<file path="src/rtl/tdm_sys_pkg.sv">
package tdm_sys_pkg;

   typedef enum logic [1:0] {
      TOPO_OCTAL     = 2'd0,
      TOPO_DUAL_SLOW = 2'd1,
      TOPO_DUAL_FAST = 2'd2
   } topo_e;

   // The octal bit overrides the fast bit
   function automatic topo_e decode_topo(input logic octal, input logic fast);
      if (octal)
         return TOPO_OCTAL;
      else if (fast)
         return TOPO_DUAL_FAST;
      else
         return TOPO_DUAL_SLOW;
   endfunction

endpackage

</file>
<file path="src/rtl/tdm_phase_gen.sv">
module tdm_phase_gen #(
   parameter int N_PH = 8,
   localparam int PH_W = $clog2(N_PH)
) (
   input  logic            clk,
   input  logic            rst_n,
   input  logic            fsync,
   output logic [PH_W-1:0] ph_q
);

   initial begin
      assert (N_PH >= 4 && (N_PH & (N_PH - 1)) == 0)
         else $error("tdm_phase_gen: N_PH must be a power of two >= 4");
   end

   always_ff @(posedge clk or negedge rst_n) begin
      if (!rst_n)
         ph_q <= '0;
      else if (fsync)
         ph_q <= '0;
      else
         ph_q <= ph_q + PH_W'(1);
   end

   AST_SYNC_ALIGN: assert property (@(posedge clk) disable iff (!rst_n)
      fsync |=> (ph_q == '0));

   AST_PHASE_STEP: assert property (@(posedge clk) disable iff (!rst_n)
      !fsync |=> (ph_q == $past(ph_q) + PH_W'(1)));

endmodule

</file>
<file path="src/rtl/tdm_slot_map.sv">
module tdm_slot_map
   import tdm_sys_pkg::*;
#(
   parameter int N_CH = 8,
   localparam int PH_W = $clog2(N_CH),
   localparam int GRP  = N_CH / 2
) (
   input  topo_e           topo,
   input  logic [PH_W-1:0] ph,
   output logic            a_act,
   output logic [PH_W-1:0] a_ch,
   output logic            a_cap,
   output logic            b_act,
   output logic [PH_W-1:0] b_ch,
   output logic            b_cap
);

   logic [PH_W-1:0] half_ph;
   logic            low_half;

   assign half_ph  = ph >> 1;
   assign low_half = (ph < PH_W'(GRP));

   always_comb begin
      a_act = 1'b0;
      a_ch  = '0;
      a_cap = 1'b0;
      b_act = 1'b0;
      b_ch  = '0;
      b_cap = 1'b0;
      unique case (topo)
         TOPO_OCTAL: begin
            a_act = 1'b1;
            a_ch  = ph;
            a_cap = 1'b1;
         end
         TOPO_DUAL_SLOW: begin
            a_act = 1'b1;
            a_ch  = half_ph;
            a_cap = ph[0];
            b_act = 1'b1;
            b_ch  = half_ph + PH_W'(GRP);
            b_cap = ph[0];
         end
         TOPO_DUAL_FAST: begin
            a_act = low_half;
            a_ch  = ph;
            a_cap = low_half;
            b_act = !low_half;
            b_ch  = ph;
            b_cap = !low_half;
         end
         default: begin
            a_act = 1'b0;
         end
      endcase
   end

endmodule

</file>
<file path="src/rtl/tdm_rx_mux.sv">
module tdm_rx_mux
   import tdm_sys_pkg::*;
#(
   parameter int N_CH   = 8,
   parameter int PORT_A = 0,
   parameter int PORT_B = 4,
   localparam int PH_W  = $clog2(N_CH)
) (
   input  logic            clk,
   input  logic            rst_n,
   input  topo_e           topo,
   input  logic            a_act,
   input  logic [PH_W-1:0] a_ch,
   input  logic            b_act,
   input  logic [PH_W-1:0] b_ch,
   input  logic [N_CH-1:0] rx_data,
   input  logic [N_CH-1:0] rx_sig,
   output logic [N_CH-1:0] rdo,
   output logic [N_CH-1:0] rsig,
   output logic [N_CH-1:0] oe
);

   initial begin
      assert (PORT_A != PORT_B && PORT_A < N_CH && PORT_B < N_CH)
         else $error("tdm_rx_mux: ports must be distinct and in range");
   end

   for (genvar p = 0; p < N_CH; p++) begin : g_port
      if (p == PORT_A) begin : g_first
         assign rdo[p]  = a_act ? rx_data[a_ch] : 1'b0;
         assign rsig[p] = a_act ? rx_sig[a_ch]  : 1'b0;
         assign oe[p]   = 1'b1;
      end else if (p == PORT_B) begin : g_second
         assign rdo[p]  = b_act ? rx_data[b_ch] : 1'b0;
         assign rsig[p] = b_act ? rx_sig[b_ch]  : 1'b0;
         assign oe[p]   = (topo != TOPO_OCTAL);
      end else begin : g_idle
         assign rdo[p]  = 1'b0;
         assign rsig[p] = 1'b0;
         assign oe[p]   = 1'b0;
      end
   end

   localparam logic [N_CH-1:0] USED = (N_CH'(1) << PORT_A) | (N_CH'(1) << PORT_B);

   AST_UNUSED_QUIET: assert property (@(posedge clk) disable iff (!rst_n)
      ((oe & ~USED) == '0) && ((rdo & ~USED) == '0));

   AST_OCTAL_SECOND_Z: assert property (@(posedge clk) disable iff (!rst_n)
      (topo == TOPO_OCTAL) |-> (!oe[PORT_B] && !rdo[PORT_B]));

   AST_FAST_DISJOINT: assert property (@(posedge clk) disable iff (!rst_n)
      (topo == TOPO_DUAL_FAST) |-> !(rdo[PORT_A] && rdo[PORT_B]));

   AST_IDLE_LOW: assert property (@(posedge clk) disable iff (!rst_n)
      (topo == TOPO_DUAL_FAST && !a_act) |-> (oe[PORT_A] && !rdo[PORT_A] && !rsig[PORT_A]));

endmodule

</file>
<file path="src/rtl/tdm_tx_demux.sv">
module tdm_tx_demux
   import tdm_sys_pkg::*;
#(
   parameter int N_CH = 8,
   localparam int PH_W = $clog2(N_CH)
) (
   input  logic            clk,
   input  logic            rst_n,
   input  topo_e           topo,
   input  logic            a_cap,
   input  logic [PH_W-1:0] a_ch,
   input  logic            b_cap,
   input  logic [PH_W-1:0] b_ch,
   input  logic            a_xdi,
   input  logic            a_xsig,
   input  logic            b_xdi,
   input  logic            b_xsig,
   output logic [N_CH-1:0] tx_data,
   output logic [N_CH-1:0] tx_sig,
   output logic [N_CH-1:0] tx_stb
);

   for (genvar k = 0; k < N_CH; k++) begin : g_ch
      logic hit_a;
      logic hit_b;

      assign hit_a = a_cap && (a_ch == PH_W'(k));
      assign hit_b = b_cap && (b_ch == PH_W'(k));

      always_ff @(posedge clk or negedge rst_n) begin
         if (!rst_n) begin
            tx_data[k] <= 1'b0;
            tx_sig[k]  <= 1'b0;
            tx_stb[k]  <= 1'b0;
         end else begin
            tx_stb[k] <= hit_a || hit_b;
            if (hit_a) begin
               tx_data[k] <= a_xdi;
               tx_sig[k]  <= a_xsig;
            end else if (hit_b) begin
               tx_data[k] <= b_xdi;
               tx_sig[k]  <= b_xsig;
            end
         end
      end

      AST_HOLD_NO_STB: assert property (@(posedge clk) disable iff (!rst_n)
         !tx_stb[k] |-> ($stable(tx_data[k]) && $stable(tx_sig[k])));
   end

   AST_SINGLE_STB: assert property (@(posedge clk) disable iff (!rst_n)
      (topo != TOPO_DUAL_SLOW) |=> ($countones(tx_stb) <= 1));

endmodule

</file>
<file path="src/rtl/tdm_sys_mux.sv">
module tdm_sys_mux
   import tdm_sys_pkg::*;
#(
   parameter int N_CH   = 8,
   parameter int PORT_A = 0,
   parameter int PORT_B = N_CH / 2
) (
   input  logic            clk,
   input  logic            rst_n,
   input  logic            fsync,
   input  logic            mode_octal,
   input  logic            mode_dual_fast,
   input  logic [N_CH-1:0] ch_rx_data,
   input  logic [N_CH-1:0] ch_rx_sig,
   output logic [N_CH-1:0] sys_rdo,
   output logic [N_CH-1:0] sys_rsig,
   output logic [N_CH-1:0] sys_oe,
   input  logic [N_CH-1:0] sys_xdi,
   input  logic [N_CH-1:0] sys_xsig,
   output logic [N_CH-1:0] ch_tx_data,
   output logic [N_CH-1:0] ch_tx_sig,
   output logic [N_CH-1:0] ch_tx_stb
);

   localparam int PH_W = $clog2(N_CH);

   initial begin
      assert (N_CH >= 4 && (N_CH & (N_CH - 1)) == 0)
         else $error("tdm_sys_mux: N_CH must be a power of two >= 4");
   end

   topo_e           topo;
   logic [PH_W-1:0] ph_q;
   logic            a_act;
   logic            a_cap;
   logic            b_act;
   logic            b_cap;
   logic [PH_W-1:0] a_ch;
   logic [PH_W-1:0] b_ch;

   assign topo = decode_topo(mode_octal, mode_dual_fast);

   tdm_phase_gen #(.N_PH(N_CH)) i_phase (
      .clk   (clk),
      .rst_n (rst_n),
      .fsync (fsync),
      .ph_q  (ph_q)
   );

   tdm_slot_map #(.N_CH(N_CH)) i_map (
      .topo  (topo),
      .ph    (ph_q),
      .a_act (a_act),
      .a_ch  (a_ch),
      .a_cap (a_cap),
      .b_act (b_act),
      .b_ch  (b_ch),
      .b_cap (b_cap)
   );

   tdm_rx_mux #(.N_CH(N_CH), .PORT_A(PORT_A), .PORT_B(PORT_B)) i_rx (
      .clk     (clk),
      .rst_n   (rst_n),
      .topo    (topo),
      .a_act   (a_act),
      .a_ch    (a_ch),
      .b_act   (b_act),
      .b_ch    (b_ch),
      .rx_data (ch_rx_data),
      .rx_sig  (ch_rx_sig),
      .rdo     (sys_rdo),
      .rsig    (sys_rsig),
      .oe      (sys_oe)
   );

   tdm_tx_demux #(.N_CH(N_CH)) i_tx (
      .clk     (clk),
      .rst_n   (rst_n),
      .topo    (topo),
      .a_cap   (a_cap),
      .a_ch    (a_ch),
      .b_cap   (b_cap),
      .b_ch    (b_ch),
      .a_xdi   (sys_xdi[PORT_A]),
      .a_xsig  (sys_xsig[PORT_A]),
      .b_xdi   (sys_xdi[PORT_B]),
      .b_xsig  (sys_xsig[PORT_B]),
      .tx_data (ch_tx_data),
      .tx_sig  (ch_tx_sig),
      .tx_stb  (ch_tx_stb)
   );

   AST_OCTAL_WINS: assert property (@(posedge clk) disable iff (!rst_n)
      mode_octal |-> (sys_oe[PORT_A] && !sys_oe[PORT_B]));

endmodule

</file>
<file path="config.mk">
export PLATFORM = sky130hd
export DESIGN_NAME = tdm_sys_mux
export DESIGN_NICKNAME = d
export VERILOG_FILES = /design/src/rtl/tdm_sys_pkg.sv /design/src/rtl/tdm_phase_gen.sv /design/src/rtl/tdm_slot_map.sv /design/src/rtl/tdm_rx_mux.sv /design/src/rtl/tdm_tx_demux.sv /design/src/rtl/tdm_sys_mux.sv
export SDC_FILE = /design/constraint.sdc
export NUM_CORES = 1
export LEC_CHECK = 0
export BUFFER_PORTS_ARGS = -buffer_cell sky130_fd_sc_hd__buf_2
export CAP_MARGIN = 20
export CORE_MARGIN = 5
export CORE_UTILIZATION = 41
export DETAILED_ROUTE_END_ITERATION = 12
export PLACE_DENSITY = 0.79
export SYNTH_ARGS = -nofsm -noshare
export SYNTH_HDL_FRONTEND = slang
export SYNTH_SLANG_ARGS = --single-unit
</file>
<file path="constraint.sdc">
create_clock -name clk -period 2.1 [get_ports clk]
set_clock_uncertainty 0.2 [all_clocks]
set_input_delay 0.525 -clock clk [delete_from_list [all_inputs] [get_ports clk]]
set_output_delay 0.525 -clock clk [all_outputs]
set_load 0.01 [all_outputs]
</file>
==> reports/qor.tcl <==
set qor(outcome) {finished with violations}
set qor(violations_in_the_final_reports) {negative setup slack}
set qor(startpoint_type) {register}
set qor(seq_area_frac_synth_pct) 40.39
set qor(remaining_routing_drc_violations) 0
set qor(place_hpwl_mm) 3.124
set qor(irDropWorstVdd_mv) 0.5153
set qor(max_slew_margin_pct) 61.66
set qor(final_period_minus_worst_setup_slack_ns) 2.550
set qor(clock_network_latency_to_the_later_pin_of_the_worst_skew_pair_ns) 0.28
set qor(flow.area_growth_from_synthesis_pct) 41.06
set qor(via_count_of_the_routed_design) 1500
set qor(antenna_found_initial) 0
set qor(die_h_um) 73.88
set qor(setup.worst_path.start) {i_phase.ph_q[0]$_DFF_PN0_}
set qor(synth_area_per_cell_sq_um) 9.899
set qor(grt_usage_pct) 17.02
set qor(placementRows) 23
set qor(power_leakage_nw) 1.220
set qor(grt_pass1_vias) 1529
set qor(finalCoreUtilization_pct) 59.42
set qor(cp-endpoint) {sys_rsig[0]}
set qor(cts_buffer_depth) 2
set qor(avgRoutedWirePerCell_um) 14.69
set qor(report.final.setup_viol) 4
set qor(cts.htree.levels) 1
set qor(grt_pass1_wl_mm) 7.051
set qor(timing_worst_slew_pin_value_ns) 0.5750
set qor(drt-met1-wl_mm) 1.710
set qor(cts_inserted_buffers) 3
set qor(core_area_sq_um) 3971
set qor(synth-async-reset-ratio_pct) 100.0
set qor(port_buf_inserts) 53
set qor(worstHoldPathType) {in2async}
set qor(ys_warn_count) 0
set qor(clk_slew_on_worst_s_h_paths_ns) 0.09
set qor(worstPathRequired_ns) 1.37
set qor(yosys_register_bits) 27
set qor(maxCapViolCount) 0
set qor(clockRootBuffer) {sky130_fd_sc_hd__clkbuf_8}
set qor(timing.critical_path.to_type) {output pin}
set qor(drive_gt1_share_pct) 55.95
set qor(yosys.cell_types.count) 43
set qor(maxUsedRoutingLayer) {met4}
set qor(timing.rr.end) {i_tx.tx_data[6]$_DFFE_PN0P_}
set qor(synth-main-ff-cell) {sky130_fd_sc_hd__dfrtp_1}
set qor(rsz0062_at_grt) {yes}
set qor(design.die.area_sq_um) 5458
set qor(routed_vias_inst) 4.967
set qor(cp_max_fo) 5
set qor(cts.sink_count) 27
set qor(start_util_pct) 42.12
set qor(synth_edf_count) 0
set qor(tritoncts_clock_tree) {yes}
set qor(postSynthCellCount) 169
set qor(syn-cell-area_sq_um) 1673
set qor(inserted_diodes) 0
set qor(critical_path.reg2reg.startpoint) {i_phase.ph_q[1]$_DFF_PN0_}
set qor(setup-tns-final_ns) -1.627
set qor(number_of_nets_at_the_end_of_the_flow) 291
set qor(final.period_utilization_pct) 121.4
set qor(r2r_cells) 6
set qor(pin_count_of_the_biggest_net_entering_global_routing) 28
set qor(wl_met2_mm) 2.334
set qor(reg2reg_setup_slack_ns) 0.16
set qor(worst_slack_ns) -0.4496
set qor(report.final.hold_viol_count) 0
set qor(die-width_um) 73.88
set qor(gp_congestion) 0.7658
set qor(detailroute.wirelength.met3_um) 270
set qor(clock.fmax_ghz) 0.3922
set qor(detail-route-antenna-nets) 0
set qor(finalWirelength_mm) 4.435
set qor(drt_first_pass_iters) 4
set qor(grt_total_ovfl) 0
set qor(ctsHoldBuffers) 0
set qor(final-max-slew-violation-count) 0
set qor(detailedRoute.firstIterationViolations) 88
set qor(power.density_cell_area_nw_per_um2) 697.7
set qor(design.portCount) 85
set qor(crit_arrival_ns) 1.82
set qor(setup.worst_path.class) {reg2out}
==> where the power goes <==
group          switching (mW)  leakage [nW]  internal (mW)
Sequential             0.0637         0.333          0.638
Clock                   0.171        0.0261          0.140
Combinational           0.313         0.861          0.321
Total                   0.547          1.22           1.10
==> per-layer routing <==
layer / global-route usage (%) / up-vias
li1: - / 721
met1: 19.81 / 713
met2: 29.53 / 54
met3: 3.420 / 12
met4: 8.249 / 0
met5: 0 / -
==> cells by family (layout without fill, tap and decap cells) <==
logic type | Yosys count | in the layout | synth area share (%)
AO/OA/AOI/OAI | 36 | 36 | 16.16
XOR/XNOR | 2 | 2 | 1.047
adder cells (fa/ha/maj) | 1 | 1 | 0.7478
buffers and inverters | 38 | 104 | 14.21
flip-flops | 27 | 27 | 40.39
multiplexers | 20 | 20 | 13.16
other | 2 | 19 | 0.4489
AND/OR/NAND/NOR | 43 | 43 | 13.84
==> sequential cells by signal (all words and copies together) (netlist names) <==
signal	flops
i_phase.ph_q	3
i_tx.tx_data	8
i_tx.tx_sig	8
i_tx.tx_stb	8
==> metrics by stage <==
step	hold WS (ns)	total power [mW]	cells	instance area, sq um	setup slack (ns)
5_1_grt	0.08199	1.746	302	2360	-0.5321
6_report	0.02988	1.646	302	2360	-0.4496
3_3_place_gp	0.2583	1.261	291	2103	-0.4270
4_1_cts	0.04469	1.643	302	2318	-0.4167
2_1_floorplan	0.02941	1.040	186	1757	-0.1727
3_5_place_dp	0.2628	1.278	291	2103	-0.4496
==> cells in the mapped netlist, drive strengths merged, types with 4 or more instances <==
library cell   n  area share, %
buf           28             12
mux2          16             11
o21ai         12            3.6
inv            9            2.0
nor2          11            2.5
nand3          4            1.2
nor3           4            1.5
a21oi          5            1.5
nand2          9            2.0
dfrtp         27             40
mux2i          4            2.4
==> critical path: stages (launching register included) <==
cell,delay (ns)
sky130_fd_sc_hd__dfrtp_2,0.46
sky130_fd_sc_hd__o21a_4,0.14
sky130_fd_sc_hd__o41ai_4,0.38
sky130_fd_sc_hd__o22ai_2,0.13
sky130_fd_sc_hd__a221o_1,0.30
sky130_fd_sc_hd__buf_2,0.14
==> worst min path at each step <==
stage                                      startpoint                     endpoint  slack (ns)  cells past startpoint
final                                           rst_n  i_tx.tx_data[4]$_DFFE_PN0P_        0.03                      1
after global routing                            rst_n  i_tx.tx_data[4]$_DFFE_PN0P_        0.08                      1
after CTS                                       rst_n     i_tx.tx_stb[5]$_DFF_PN0_        0.04                      1
after detailed placement   i_tx.tx_sig[0]$_DFFE_PN0P_   i_tx.tx_sig[0]$_DFFE_PN0P_        0.26                      2
after global placement    i_tx.tx_data[0]$_DFFE_PN0P_  i_tx.tx_data[0]$_DFFE_PN0P_        0.26                      2
after floorplan                                 rst_n    i_phase.ph_q[0]$_DFF_PN0_        0.03                      0
==> final cells by class <==
cell class	count	area [sq um]
timing repair buffer	90	570.5
clock inverter	1	8.758
clock buffer	3	41.29
tap	50	62.56
multi-input combinational	121	958.4
sequential	27	679.4
inverter	10	38.79
fill	319	1612
==> repair_timing <==
item	CTS	global route
pin swaps	8	5
resized for setup	29	10
endpoints found under the setup margin	4	5
buffers inserted	7	0
==> layout by cell type, fill, tap and decap left out, drive strengths merged, types with 2 or more instances in the layout <==
master / Yosys / layout
nor3: 4 / 4
o221a: 3 / 3
dfrtp: 27 / 27
nand2b: 3 / 3
a22o: 2 / 2
xnor2: 2 / 2
nor2: 11 / 11
o21ai: 12 / 12
mux2i: 4 / 4
nand2: 9 / 9
inv: 9 / 10
or3: 2 / 2
a21oi: 5 / 5
buf: 28 / 90
o22ai: 3 / 3
nor2b: 3 / 3
nand3: 4 / 4
mux2: 16 / 16
conb: 2 / 19
nor3b: 2 / 2
a21o: 2 / 2
clkbuf: 0 / 3
Power figures use the tool's default switching activity.
